==> src/rtl/sertx_pkg.sv <==
package sertx_pkg;

    parameter int DATA_W = 8;
    localparam int FRAME_W = DATA_W + 2;

    typedef logic [FRAME_W-1:0] frame_t;
    typedef logic [DATA_W-1:0]  byte_t;

    typedef struct packed {
        logic  stop_bit;
        byte_t payload;
        logic  start_bit;
    } frame_fields_t;

    typedef enum logic {
        PH_IDLE = 1'b0,
        PH_SEND = 1'b1
    } phase_e;

    localparam frame_t END_MARK = frame_t'(1);

    function automatic frame_t pack_frame(input byte_t d);
        frame_fields_t f;
        f.stop_bit  = 1'b1;
        f.payload   = d;
        f.start_bit = 1'b0;
        return frame_t'(f);
    endfunction

    function automatic frame_t advance(input frame_t f);
        return {1'b0, f[FRAME_W-1:1]};
    endfunction

endpackage

==> src/rtl/sertx_frame_reg.sv <==
module sertx_frame_reg
    import sertx_pkg::*;
(
    input  logic   clk,
    input  logic   rst,
    input  logic   load,
    input  logic   shift,
    input  byte_t  data,
    output frame_t frame,
    output logic   line
);

    frame_t q;

    always_ff @(posedge clk) begin
        if (rst) begin
            q <= END_MARK;
        end else if (load) begin
            q <= pack_frame(data);
        end else if (shift) begin
            q <= advance(q);
        end
    end

    assign frame = q;
    assign line  = q[0];

endmodule

==> src/rtl/sertx_mark_detect.sv <==
module sertx_mark_detect
    import sertx_pkg::*;
(
    input  frame_t frame,
    output phase_e phase
);

    always_comb begin
        if (frame == END_MARK) phase = PH_IDLE;
        else                   phase = PH_SEND;
    end

endmodule

==> src/rtl/sertx_top.sv <==
module sertx_top
    import sertx_pkg::*;
(
    input  logic              clk,
    input  logic              rst,
    input  logic [DATA_W-1:0] tx_data,
    input  logic              tx_start,
    output logic              tx_line,
    output logic              tx_ready
);

    frame_t frame;
    phase_e phase;
    logic   do_load;
    logic   do_shift;

    always_comb begin
        do_load  = 1'b0;
        do_shift = 1'b0;
        case (phase)
            PH_IDLE: do_load  = tx_start;
            PH_SEND: do_shift = 1'b1;
            default: do_shift = 1'b0;
        endcase
    end

    sertx_frame_reg u_freg (
        .clk   (clk),
        .rst   (rst),
        .load  (do_load),
        .shift (do_shift),
        .data  (tx_data),
        .frame (frame),
        .line  (tx_line)
    );

    sertx_mark_detect u_mark (
        .frame (frame),
        .phase (phase)
    );

    assign tx_ready = (phase == PH_IDLE);

endmodule

==> config.mk <==
export PLATFORM = sky130hd
export DESIGN_NAME = sertx_top
export DESIGN_NICKNAME = d
export VERILOG_FILES = /design/src/rtl/sertx_pkg.sv /design/src/rtl/sertx_frame_reg.sv /design/src/rtl/sertx_mark_detect.sv /design/src/rtl/sertx_top.sv
export SDC_FILE = /design/constraint.sdc
export NUM_CORES = 1
export LEC_CHECK = 0
export BUFFER_PORTS_ARGS = -buffer_cell sky130_fd_sc_hd__buf_4
export CORE_AREA = 2 2 39 41
export CTS_CLUSTER_DIAMETER = 30
export CTS_CLUSTER_SIZE = 10
export DETAILED_ROUTE_END_ITERATION = 8
export DIE_AREA = 0 0 41 43
export GPL_TIMING_DRIVEN = 0
export SYNTH_ARGS = -nofsm -noshare
export SYNTH_HDL_FRONTEND = slang
export SYNTH_SLANG_ARGS = --single-unit
==> constraint.sdc <==
create_clock -name clk -period 2.76 [get_ports clk]
set_input_delay 0.552 -clock clk [delete_from_list [all_inputs] [get_ports clk]]
set_output_delay 0.552 -clock clk [all_outputs]
set_load 0.005 [all_outputs]
==> Word-level counts from Yosys, hierarchy flattened <==
Cells that the tools add are included.
{ "classes": {"eq_ne": 2, "mux": 3} }
{ "ops": {"columns": ["cell", "n"], "rows": [
  ["10-bit two-way mux", 2],
  ["10-bit by 1-bit equality test with 1-bit output (second input constant)", 1],
  ["2-bit by 1-bit != test with 1-bit output (second input constant)", 1],
  ["1-bit two-way mux", 1]
]} }
{ "totals": {"regBits": 10, "output_inout_bits": 2} }

==> Depth between registers and ports, before layout <==
Gate-level depths: netlist (run 1).
{ "depth": {"depth_word": 3, "ltp_mapped": 4, "depth_no_buf": 4} }

==> Hierarchy <==
From an unflattened synthesis (run 1), not the netlist that was laid out.
{ "hier_totals": {"cells_unflattened": 49, "hier_area_um2": 496.7} }
{ "modules_own_cells": {"columns": ["module", "area_per_inst_um2", "seq_area_each_um2", "cells_per_inst", "n_inst"], "rows": [
  ["sertx_frame_reg", 450.4, 200.2, 43, 1],
  ["sertx_mark_detect", 36.3, 0.0, 4, 1],
  ["sertx_top", 10.0, 0.0, 2, 1]
]} }

==> Worst setup path before layout (run 1) <==
Ideal clock, no wire load.
{ "synth_timing": {"kind": "register -> output", "start": "register u_freg.q[8] (netlist: u_freg.frame[8])", "end": "output port tx_ready", "required_ps": 2208, "path_buffers": 0, "path_stages_with_launch": 4, "slack_ps": 1285, "t_arrival_ps": 923, "path_cell_list": "dfxtp_1 -> nor4b_4 -> nand3_2 -> inv_2"} }
{ "synth_between": {"elab_chain_len": 1} }
{ "synth_lines": {"columns": ["item", "line", "rtl"], "rows": [
  ["start, declared", "sertx_frame_reg.sv:13", "frame_t q;"],
  ["start signal, assigned", "sertx_frame_reg.sv:19", "q <= pack_frame(data);"],
  ["start signal, assigned", "sertx_frame_reg.sv:21", "q <= advance(q);"],
  ["10-bit by 1-bit equality test with 1-bit output", "sertx_mark_detect.sv:9", "if (frame == END_MARK) phase = PH_IDLE;"],
  ["end, declared", "sertx_top.sv:9", "output logic tx_ready"]
]} }
Every way passes these cells.

==> Final worst setup path (run 1) <==
Ends and elaborated chain as after synthesis.

==> results of run 1 <==
## worst register-to-register path: stages, from the launching register on
cell and delay [ns]:
dfxtp_1 0.34, nor4b_4 0.33, nand3_2 0.24, inv_2 0.12
a211oi_1 0.08
## kinds of logic after synthesis
group           count (synthesis)  synth area share
buf+inv                        10           0.08822
compound gates                 11            0.1765
simple gates                   12            0.2647
flops                          10            0.4706
## metrics by stage
step                worst slack [ns]  utilization  total power [mW]
floorplan                      1.285            -            0.4742
global placement               1.069       0.3816            0.5656
detailed placement             1.079       0.3816            0.5673
CTS                           0.7847       0.4078            0.7015
global route                  0.6807       0.4078            0.7537
finish                        0.7996       0.4078            0.6938
## worst max-delay path by stage
stage	slack (ns)	endpoint	startpoint
final	0.80	tx_ready	u_freg.frame[8]
after global routing	0.68	tx_ready	u_freg.frame[3]
after CTS	0.78	tx_ready	u_freg.frame[3]
after detailed placement	1.08	tx_ready	u_freg.frame[3]
after global placement	1.07	tx_ready	u_freg.frame[8]
after floorplan	1.28	tx_ready	u_freg.frame[8]
## power breakdown
part	internal, mW	total [mW]	switching [mW]
sequential	0.205	0.255	0.0506
clock	0.0801	0.131	0.0511
combinational	0.155	0.307	0.152
## layout make-up
cell class,count,area [um^2],area share
Clock buffer,4,36.28,0.06430
Buffer,2,7.507,0.01330
Timing Repair Buffer,11,82.58,0.1463
Inverter,8,30.03,0.05322
Multi-Input combinational cell,23,187.7,0.3326
Sequential cell,10,200.2,0.3548
Tap cell,16,20.02,0.03548
## routing by layer
metal,GRT usage,vias up
li1,-,183
met1,0.1607,165
met2,0.1563,12
met3,0.07853,2
met4,0.06000,0
met5,0,-
## placed cells by master, fill, tap and decap left out, types with 2 or more instances in the layout
cell	synthesis	final
a41oi_1	2	2
inv_1	7	7
nor2_1	2	2
a211oi_1	2	2
nand3b_1	6	6
o22ai_1	6	6
dfxtp_1	10	10
buf_4	0	11
clkbuf_4	0	3
==> flow_results.org, run 1 <==
** Run status
- Run status :: finished, final reports clean

** STA
- Across all hold checks on the routed design, the worst slack comes to 0.4846 ns.
- Number of pins exceeding their max-slew limit in the final report :: 0
- Setup violations remaining at the end of the flow were counted as 0.
- On the final layout, the worst clock skew is 0.003225 ns.
- Subtracting the final worst setup slack from the clock period gives just under 2 ns.
- Fraction of the cycle the final worst path needs :: 0.7103
- After routing, the total negative slack on setup checks comes to 0 ns.
- RSZ-0062 raised after global routing :: no
- Max Fclk :: 0.5101 GHz
- Hold violation total from the final report :: 0
- Actual slew at the worst max-slew pin :: 0.4293 ns
- Worst-case headroom to the max-slew limit :: 0.7138

** Die
- The initial utilization of the core area, before any placement, comes to 0.3074.
- Die Width :: 41 um
- Count of standard-cell rows :: 14
- The die covers between 1500 and 2000 um^2.
- Standard cell core area :: 1384 um^2
- 13 I/O pins were placed.
- The die is 43 um tall.

** Clock tree
- After clock tree synthesis, the flow added hold-fix buffers numbering 0.
- Clock tree from TritonCTS :: done
- Count of cells resized by post-cts repair :: 0
- For this design, the sink count on the clock tree is 10.
- CTS HTree Levels :: 1
- Clock-pin slew was measured on the worst setup and hold paths at 0.07 ns.
- Num CTS Buffers :: 3
- Clock tree synthesis selected as its root buffer the cell clkbuf_4.
- Deepest clock path buffer count :: 2
- Clock insertion delay at the later pin of the skew report :: 0.26 ns
- In this run the post-CTS setup repair buffer count came out at 0.

** Setup path
- Worst R2R Start :: u_freg.frame[8]
- Critical path endpoint category :: primary output
- The setup check on the worst reg-to-reg path leaves a slack of 1.52 ns.
- CP Max Fanout :: 9
- CP startpoint kind :: flop
- CP delay by family, top :: simple AND/OR/NAND/NOR gates
- Worst EP arrival :: 1.41 ns
- Cell depth of the worst flop-to-flop path :: 4
- Walking the worst path, the cells encountered are nor4b_4 -> nand3_2 -> inv_2 -> buf_4.
- In this run the number of cells on the critical path is 4.
- Bufs and invs on worst path :: 2
- The slowest stage of the critical path belongs to the cell dfxtp_1.
- Kind of critical path :: reg2out
- Data on the critical path is required at its endpoint by 2.21 ns.
- On the worst path, the slowest cell contributes a delay of about 0.34 ns.
- In this run the critical register-to-register path is captured at u_freg.frame[7].

** Yosys
- Yosys warns :: 0
- After technology mapping, the gate count stands at between 40 and 50.
- Synthesis inferred 10 register bits.
- Top-count cell post-synth :: dfxtp_1
- Each instance of the synthesized netlist takes up on average 9.893 um^2.
- In the post-synthesis netlist, the biggest area contributors are dfxtp_1 (47%), nand3b_1 (11%), o22ai_1 (8.8%).
- Proportion of netlist area held by the largest area contributor :: 0.4706
- Ys flop type :: dfxtp_1
- Post-synth net total :: 54
- Share of the yosys chip area belonging to registers :: 0.4706
- Ranking of synthesized cells by instance count :: dfxtp_1 (10), inv_1 (7), nand3b_1 (6), o22ai_1 (6)
- Synthesized cell area :: 425.4 um^2
- Post-synth EDFFs :: 0
- The largest total area in the synthesized netlist belongs to dfxtp_1.
- The synthesized netlist contains 15 unique library cells.
- In the synthesized netlist the async set-or-reset flop fraction comes to 0.

** Cells and area
- Synth-to-layout area growth :: 32.65%
- Nets :: 70
- The register with the most flip-flops in the layout has 10 of them.
- 0 antenna diodes ended up in the layout.
- In the final layout, the share of cells above drive strength 1 is 0.3276.
- Once layout is done, the placed cells without fillers occupy roughly 560 um^2.
- Layout filler cell count :: 136
- Leaving out filler cells and counting taps, the final layout contains 74.

** Detailed routing
- Detailed routing placed a total of 71 um of wire on met3.
- The detailed router finished its first iteration with 3 violations.
- Detailed-route via count :: around 360
- Average via count per standard cell :: 4.892
- Before antenna repair, the detailed router went through 4 iterations.
- After detailed routing, the number of remaining DRC violations is 0.
- Routed signal wires occupy layers up through met4.
- Number of nets with antenna violations after detailed routing :: 0
- Post-Route M1 WL :: 376 um
- Met2 wire len :: approximately 380 um
- Wires add up to about 850 um.
- Detail-routed net length per standard cell :: 11.42 um

** Placed design
- The count of buffers added on input and output ports is 11.
- Post-Place Cells :: 70
- The congestion estimate from routability-driven global placement came to 0.6871.
- Detailed Place HPWL :: 602.7 um
- After detailed placement, the total cell area comes to between 500 and 600 um^2.

** Global route
- Global routing finished with a remaining overflow of 0.
- Number of antenna violations at the first check in global routing :: 0
- Via count of the first global-routing pass :: 332
- For this run, the total global-route usage over all layers was measured as 0.1242.
- Global-route wire length before repair :: 1407 um
- Entering global routing, the biggest net connects 11 pins.

** Min path
- The worst hold path begins at u_freg.frame[7].
- Number of instances on the worst hold path :: 2
- Min-delay worst type :: reg2reg
- Worst-case hold path end point :: u_freg.frame[6]

** Power
- Total power per unit cell area :: 1229 nW/um^2
- Across the VDD grid, the largest voltage drop is 0.0004178 V.
- In this run the static leakage power is between 0.2 and 0.25 nW.

** Run
- Across the run, the number of max-cap violations was 0.
(Power assumes the default switching activity.)
==> inputs of run 2 (changes only) <==
==> constraint.sdc (replaced) <==
create_clock -name clk -period 1.9 [get_ports clk]
set_input_delay 0.38 -clock clk [delete_from_list [all_inputs] [get_ports clk]]
set_output_delay 0.38 -clock clk [all_outputs]
set_load 0.005 [all_outputs]
==> run 2 against run 1 <==
  * Global-route usage unchanged
  * Clock skew down 0.00073 ns
  * Flip-flop and latch count unchanged
  * Critical path type unchanged
  * Largest power group unchanged
==> flow_results.org, run 2 (synthesis gave the netlist of run 1 again) <==
** Setup path
- STA classifies the critical path startpoint as a flop.
- Worst EP arrival :: 1.37 ns
- STA puts the critical path data required time at 1.52 ns.
- Cell depth of the worst flop-to-flop path :: 3
- Critical Path End :: tx_ready
- The worst setup path is of the reg2out kind.
- Critical path endpoint category :: primary output
- Critical path startpoint :: u_freg.frame[8]
- In this run the critical register-to-register path is captured at u_freg.frame[7].
- In this run the worst path has a maximum fanout of 9.
- The worst register-to-register path has a setup slack of 0.68 ns.
- Worst R2R Start :: u_freg.frame[8]

** Die
- For this configuration, the core starts out at a cell density of 0.3074.
- Die Width :: 41 um
- The initialized floorplan defines 14 standard-cell rows.
- The die covers 1763 um^2.
- From bottom edge to top edge, the die measures 43 um.
- Pin placement for this block handled 13 I/O pins.
- The region available for standard cell placement spans 1384 um^2.

** Detailed routing
- Detailed-route via count :: 360
- Summed over all layers, the routed wires come to 853 um.
- For this block, wires on met1 add up to 375 um.
- In the final routed layout, each cell accounts on average for 11.53 um.
- Number of nets with antenna violations after detailed routing :: 0
- Met2 wire len :: 391 um
- Met3 layer wire length in the routed design :: slightly above 70 um
- Final routed DRC violation total :: 0
- Length of the first detailed-routing pass in iterations :: 4
- Highest metal layer with signal wires :: met4
- In the routed layout, each cell is associated on average with a via count of 4.865.
- DRT iter0 DRCs :: 4

** Clock tree
- For this design, the sink count on the clock tree is 10.
- Clock tree from TritonCTS :: done
- Num CTS Buffers :: 3
- Clock insertion delay at the later pin of the skew report :: 0.27 ns
- The root buffer cell chosen for the clock tree is clkbuf_4.
- The clock passes through at most 2 buffers.
- In this run the post-CTS setup repair buffer count came out at 0.
- CTS built an H-tree with a depth of 1.
- After clock tree synthesis, the clock-pin slew on the worst setup and hold paths is 0.07 ns.

** Placed design
- In this run, placement finished with an instance count of 70.
- The congestion estimate from routability-driven global placement came to slightly below 0.7.
- Detailed Place HPWL :: 602.7 um
- Port bufs :: 11

** Cells and area
- Of the cells placed in the final design, the portion with a size suffix greater than 1 is 0.3276.
- Post-route insts no fill :: 74
- Antenna diode count :: 0
- The final layout contains 70 nets.
- Most frequent cells in the layout :: buf_4 (11), dfxtp_1 (10), inv_1 (7)
- The register with the most flip-flops in the layout has 10 of them.
- Most common library cell in the layout ignoring fill and taps :: buf_4
- Synth-to-layout area growth :: 34.41%

** STA
- Skew final :: about 0.0025 ns
- The worst pin sits at a relative slew slack of 0.7140.
- Dividing the final minimum period by the clock period gives 0.9232.
- For the finished layout, the period the worst path requires is 1.754 ns.
- Based on the critical path, the design can be clocked at up to 0.5701 GHz.
- Summed over all failing endpoints, the final setup total negative slack is 0 ns.
- For the pin with the worst max-slew slack, the measured transition is 0.4289 ns.
- The number of hold violations in the final report came to 0.
- Count of final setup violators :: 0
- Setup repair after global routing left no endpoint under its margin.
- Number of pins exceeding their max-slew limit in the final report :: 0

** Global route
- The number of antenna violations at the first check in global routing is 0.
- Global-route wire length before repair :: 1407 um
- Entering global routing, the biggest net connects 11 pins.
- Summed over all layers, the global routing overflow is 0.
- Via count of the first global-routing pass :: 332
- Across every metal layer, demand over resource in global routing totals 0.1242.

** Power
- Total power per unit cell area :: 1832 nW/um^2
- The share of total power dissipated in the clock network is 0.183.
- Net switching fraction of the power :: 0.3749
- The internal portion of the total power is 655.0 uW.
- Of the total power, combinational logic draws 0.463.
- IR analysis of the VDD net gives a maximum drop of between 0.0006 and 0.0007 V.
- The share of total power dissipated in sequential elements is 0.354.
- For this design the total switching power over the nets is 392.8 uW.
- In this run the static leakage power is 0.2243 nW.

** Run
- Maxcap violations :: 0

** Run status
- The run finished with clean final reports.

** Min path
- The min-delay analysis places its worst path in the category in2reg.
[run 2: metrics by stage]
stage          instance area (um^2)  hold slack (ns)  power, mW  utilization  setup slack [ns]
5_1_grt                       571.8           0.3813      1.137       0.4132           0.03005
3_5_place_dp                  528.0           0.4623     0.8241       0.3816            0.3915
6_report                      571.8           0.3881      1.048       0.4132            0.1459
2_1_floorplan                 425.4           0.4487     0.6888            -            0.5969
3_3_place_gp                  528.0           0.4693     0.8216       0.3816            0.3809
4_1_cts                       564.3           0.3828      1.019       0.4078           0.09667
[run 2: power by group through the flow]
| stage | Clock, mW | Sequential [mW] | Combinational, mW |
|---|---|---|---|
| finish | 0.192 | 0.371 | 0.485 |
| global route | 0.211 | 0.383 | 0.543 |
| CTS | 0.198 | 0.371 | 0.451 |
| detailed placement | 0 | 0.375 | 0.449 |
| global placement | 0 | 0.375 | 0.447 |
| floorplan | 0 | 0.364 | 0.325 |
[run 2: layout make-up]
| cell class | instances | area [um^2] |
|---|---|---|
| clock buffers | 4 | 36.28 |
| plain buffers | 2 | 7.507 |
| flip-flops and latches | 10 | 200.2 |
| repair buffers | 11 | 82.58 |
| well taps | 16 | 20.02 |
| multi-input cells | 23 | 195.2 |
| inverters | 8 | 30.03 |
| fillers | 137 | 812.0 |
[run 2: metal layers]
layer,GRT usage,vias to the layer above
li1,-,185
met3,0.07853,2
met4,0.06000,0
met5,0,-
met1,0.1607,161
met2,0.1563,12
[run 2: worst max-delay path, cell delays in order, from the launching register on]
cell	delay, ns
dfxtp_1	0.34
nor4b_4	0.38
nand3_4	0.18
inv_2	0.10
buf_4	0.11
[run 2: worst min path at each step]
stage | from | end | slack [ns] | cells past startpoint
after floorplan | u_freg.frame[7] | u_freg.frame[6] | 0.45 | 2
after global placement | u_freg.frame[7] | u_freg.frame[6] | 0.47 | 2
after detailed placement | u_freg.frame[7] | u_freg.frame[6] | 0.46 | 2
after CTS | tx_data[4] | u_freg.frame[5] | 0.38 | 3
after global routing | tx_data[4] | u_freg.frame[5] | 0.38 | 3
final | tx_data[4] | u_freg.frame[5] | 0.39 | 3
[run 2: timing repair]
action | CTS | global route
setup endpoints to repair | 0 | 1
hold buffers | 0 | 0
resized for setup | 0 | 1
==> inputs of run 3 (changes only) <==
--- a/config.mk
+++ b/config.mk
@@ -5,6 +5,7 @@
 export SDC_FILE = /design/constraint.sdc
 export NUM_CORES = 1
 export LEC_CHECK = 0
+export ABC_AREA = 1
 export BUFFER_PORTS_ARGS = -buffer_cell sky130_fd_sc_hd__buf_4
 export CORE_AREA = 2 2 39 41
 export CTS_CLUSTER_DIAMETER = 30
==> run 3 against run 2 <==
  * Critical path depth increased by 2
  * Flip-flop and latch count unchanged
  * Sequential power shrank 15%
  * Critical path type unchanged
  * Largest cell class is now multi-input combinational cells
  * Largest power group unchanged
==> flow_results.org, run 3 <==
** Power
- Power spread over the standard cell area amounts to approximately 1700 nW/um^2.
- IR analysis of the VDD net gives a maximum drop of about 0.0006 V.
- The design draws 973.3 uW.
- In this run the static leakage power is 0.2573 nW.

** Detailed routing
- The first detailed-routing pass took 5 iterations.
- After the first detailed-routing iteration, the DRC count stood at 8.
- After detailed routing, the number of remaining DRC violations is 0.
- Post-Route WL :: 925 um
- Detail-routed net length per standard cell :: ~11 um
- Detailed-route via count :: 405
- Average via count per standard cell :: approximately 4.7
- The detail route stage leaves a number of antenna-violating nets equal to 0.

** Yosys
- Post-synth EDFFs :: 0
- The most used flip-flop cell after synthesis is dfxtp_1.
- FFs w/ async S/R, synth :: 0
- Top-count cell post-synth :: dfxtp_1
- Of the total synthesized cell area, the portion taken by full adders, half adders and majority gates is 0.
- Synthesized cell area :: 462.9 um^2
- In the synthesized netlist, the cells that appear most often are dfxtp_1 (10), inv_1 (9), nand4_1 (7).
- For this run, the number of Yosys warnings is 0.
- Main combinational cell family by area after synthesis :: simple AND/OR/NAND/NOR gates
- The fraction of the mapped netlist area in compound gates was 0.06486.
- Share of the yosys chip area belonging to registers :: 0.4324
- Counting every net in the synthesized netlist gives 69.
- Leading area contributor after synthesis :: dfxtp_1
- Synthesis-stage register bit count :: 10
- Of the total synthesized cell area, the portion taken by AND, OR, NAND and NOR gates is 0.3730.
- After synthesis, the mean cell area works out to between 7 and 8 um^2.
- Count of distinct cell types in the synthesized netlist :: 14
- Xor/xnor share of the synthesized area :: 0
- The portion of synthesized area spent on multiplexers is 0.
- The share of synthesized area in the top cell type comes to 0.4324.
- Most area-consuming cells after synthesis :: dfxtp_1 (43%), nand4_1 (9.5%), inv_1 (7.3%)
- Count of mapped cells out of synthesis :: 58

** Clock tree
- The tree is rooted in a clkbuf_4.
- The clock passes through at most 2 buffers.
- TritonCTS built the clock tree.
- CTS HTree Levels :: 1
- Count of cells resized by post-cts repair :: 0
- Clock tree synthesis inserted a total of 3 buffers.
- For this design, the CTS-stage hold fixing added 0 buffers.
- Clock insertion delay at the later pin of the skew report :: 0.26 ns
- Counting every sink on the clock net gives 10.
- After clock tree synthesis, the clock-pin slew on the worst setup and hold paths is around 0.06 ns.
- Number of setup buffers added after CTS :: 0

** Setup path
- CP delay by family, top :: simple AND/OR/NAND/NOR gates
- Worst EP arrival :: 1.24 ns
- STA classifies the critical path startpoint as a flop.
- Kind of critical path :: reg2out
- The signal on the critical path passes through inv_1 -> nand2_2 -> nor2_4 -> inv_2 -> nor2_4 -> buf_4.
- For the worst setup path, the data required time is 1.52 ns.
- The most critical setup path has its startpoint at u_freg.frame[1].
- The worst setup path is captured at a primary output.
- CP Max Fanout :: 8
- Library cell contributing the largest single delay on the critical path :: dfxtp_1
- The worst register-to-register path has a setup slack of 0.79 ns.
- The startpoint identified for the worst register-to-register timing path is u_freg.frame[1].
- Bufs and invs on worst path :: 3
- Most repeated library cell on the critical path :: nor2_4
- Worst stage delay on the critical path :: 0.30 ns

** Cells and area
- The register with the most flip-flops in the layout has 10 of them.
- At the end of the flow, the number of nets in the layout was 84.
- Most frequent cells in the layout :: buf_4 (11), dfxtp_1 (10), inv_1 (9)
- Of the cells placed in the final design, the portion with a size suffix greater than 1 is 0.4225.
- Synth-to-layout area growth :: 25.41%
- Multi-input combinational cell area :: 202.7 um^2
- Once layout is complete, the utilization of the core stands at 0.4195.
- Post-layout instance area :: 580.6 um^2
- After filler insertion, the fill cell instance count of the layout stands at around 150.
- Sequential Area :: 200.2 um^2
- Most common library cell in the layout ignoring fill and taps :: buf_4
- Antenna diode count :: 0

** Global route
- Entering global routing, the biggest net connects 9 pins.
- The number of antenna violations at the first check in global routing came to 0.
- Global-route wire length before repair :: 1545 um
- Remaining Overflow, GRT :: 0
- The number of global-route vias before repair came to 377.
- Global router's overall resource usage :: 0.1361

** STA
- The number of pins exceeding their max-slew limit in the final report is 0.
- Count of final setup violators :: 0
- Skew final :: 0.0003890 ns
- The number of hold violations in the final report is 0.
- Setup TNS :: 0 ns
- Worst-case headroom to the max-slew limit :: 0.7631
- Static timing analysis puts the maximum clock frequency at 0.6192 GHz.
- In the post-route analysis, the smallest setup slack over all paths is ~0.28 ns.
- Min Tclk post-route :: about 1.6 ns
- At the pin with the least slew margin, the transition time is 0.3554 ns.
- RSZ-0062 raised after global routing :: no
- Dividing the final minimum period by the clock period gives 0.8500.

** Run
- Max-cap violations in this run came to 0.

** Placed design
- OpenSTA, run right after detailed placement, puts the worst setup slack at 0.5654 ns.
- In this run the cell area measured after placement is 558.0 um^2.
- Port bufs :: 10
- After legalization and detailed placement, the total HPWL measured 665.6 um.
- At the end of routability-driven placement, the weighted congestion stood at 0.6892.

** Die
- Die Footprint :: 1763 um^2
- For this configuration, the core starts out at a cell density of 0.3345.
- Vertical die dimension :: 43 um
- The floorplan step defined a core boundary enclosing 1384 um^2.
- Count of standard-cell rows :: 14
- The die is 41 um wide.
- For this design the top-level I/O count stands at 13.

** Run status
- The run finished with clean final reports.

** Min path
- Min-delay src :: tx_data[5]
- The tightest min-delay check is of the in2reg type.
[run 3: cell types whose count changed after synthesis, sizes merged, moves of 2 or more]
cell	change
a211oi	-2
inv	+5
o22ai	-6
a21oi	+6
nand3	+2
nand3b	-6
a41oi	-2
nand4	+7
nor2	+5
nand2	+8
[run 3: power by group]
group	internal [mW]	switching (mW)	leakage, nW
Combinational	0.202	0.312	0.162
Sequential	0.278	0.0375	0.0819
Clock	0.0732	0.0711	0.0138
[run 3: area by class of cell]
type | count | share of cell area
buffer | 2 | 0.01940
multi-input combinational | 33 | 0.3491
tap | 16 | 0.03448
clock buffer | 3 | 0.03879
sequential | 10 | 0.3448
inverter | 13 | 0.08405
timing repair buffer | 10 | 0.1293
[run 3: final timing paths]
check                                       end  cells past startpoint
worst max-delay path                   tx_ready                      6
worst max register to register  u_freg.frame[7]                      8
worst min register to register  u_freg.frame[5]                      2
worst min-delay path            u_freg.frame[6]                      3
[run 3: metal layers]
metal / vias up / GRT usage / part of all wire
li1: 214 / - / -
met1: 175 / 0.1726 / 0.47
met2: 14 / 0.1813 / 0.44
met3: 2 / 0.03141 / 0.070
met4: 0 / 0.1200 / 0.015
met5: - / 0 / 0
[run 3: worst min-delay path: stages]
cell and delay, ns:
buf_4 0.08, nand4_1 0.08, nand2_1 0.06
[run 3: logic make-up after synthesis]
logic type      count (synthesis)
buf+inv                        15
flops                          10
simple gates                   27
compound gates                  6
[run 3: metrics by stage]
step | std cells | hold WS, ns
finish | 87 | 0.3648
detailed placement | 84 | 0.4499
global placement | 84 | 0.4510
global route | 87 | 0.3726
floorplan | 58 | 0.4252
CTS | 87 | 0.3538
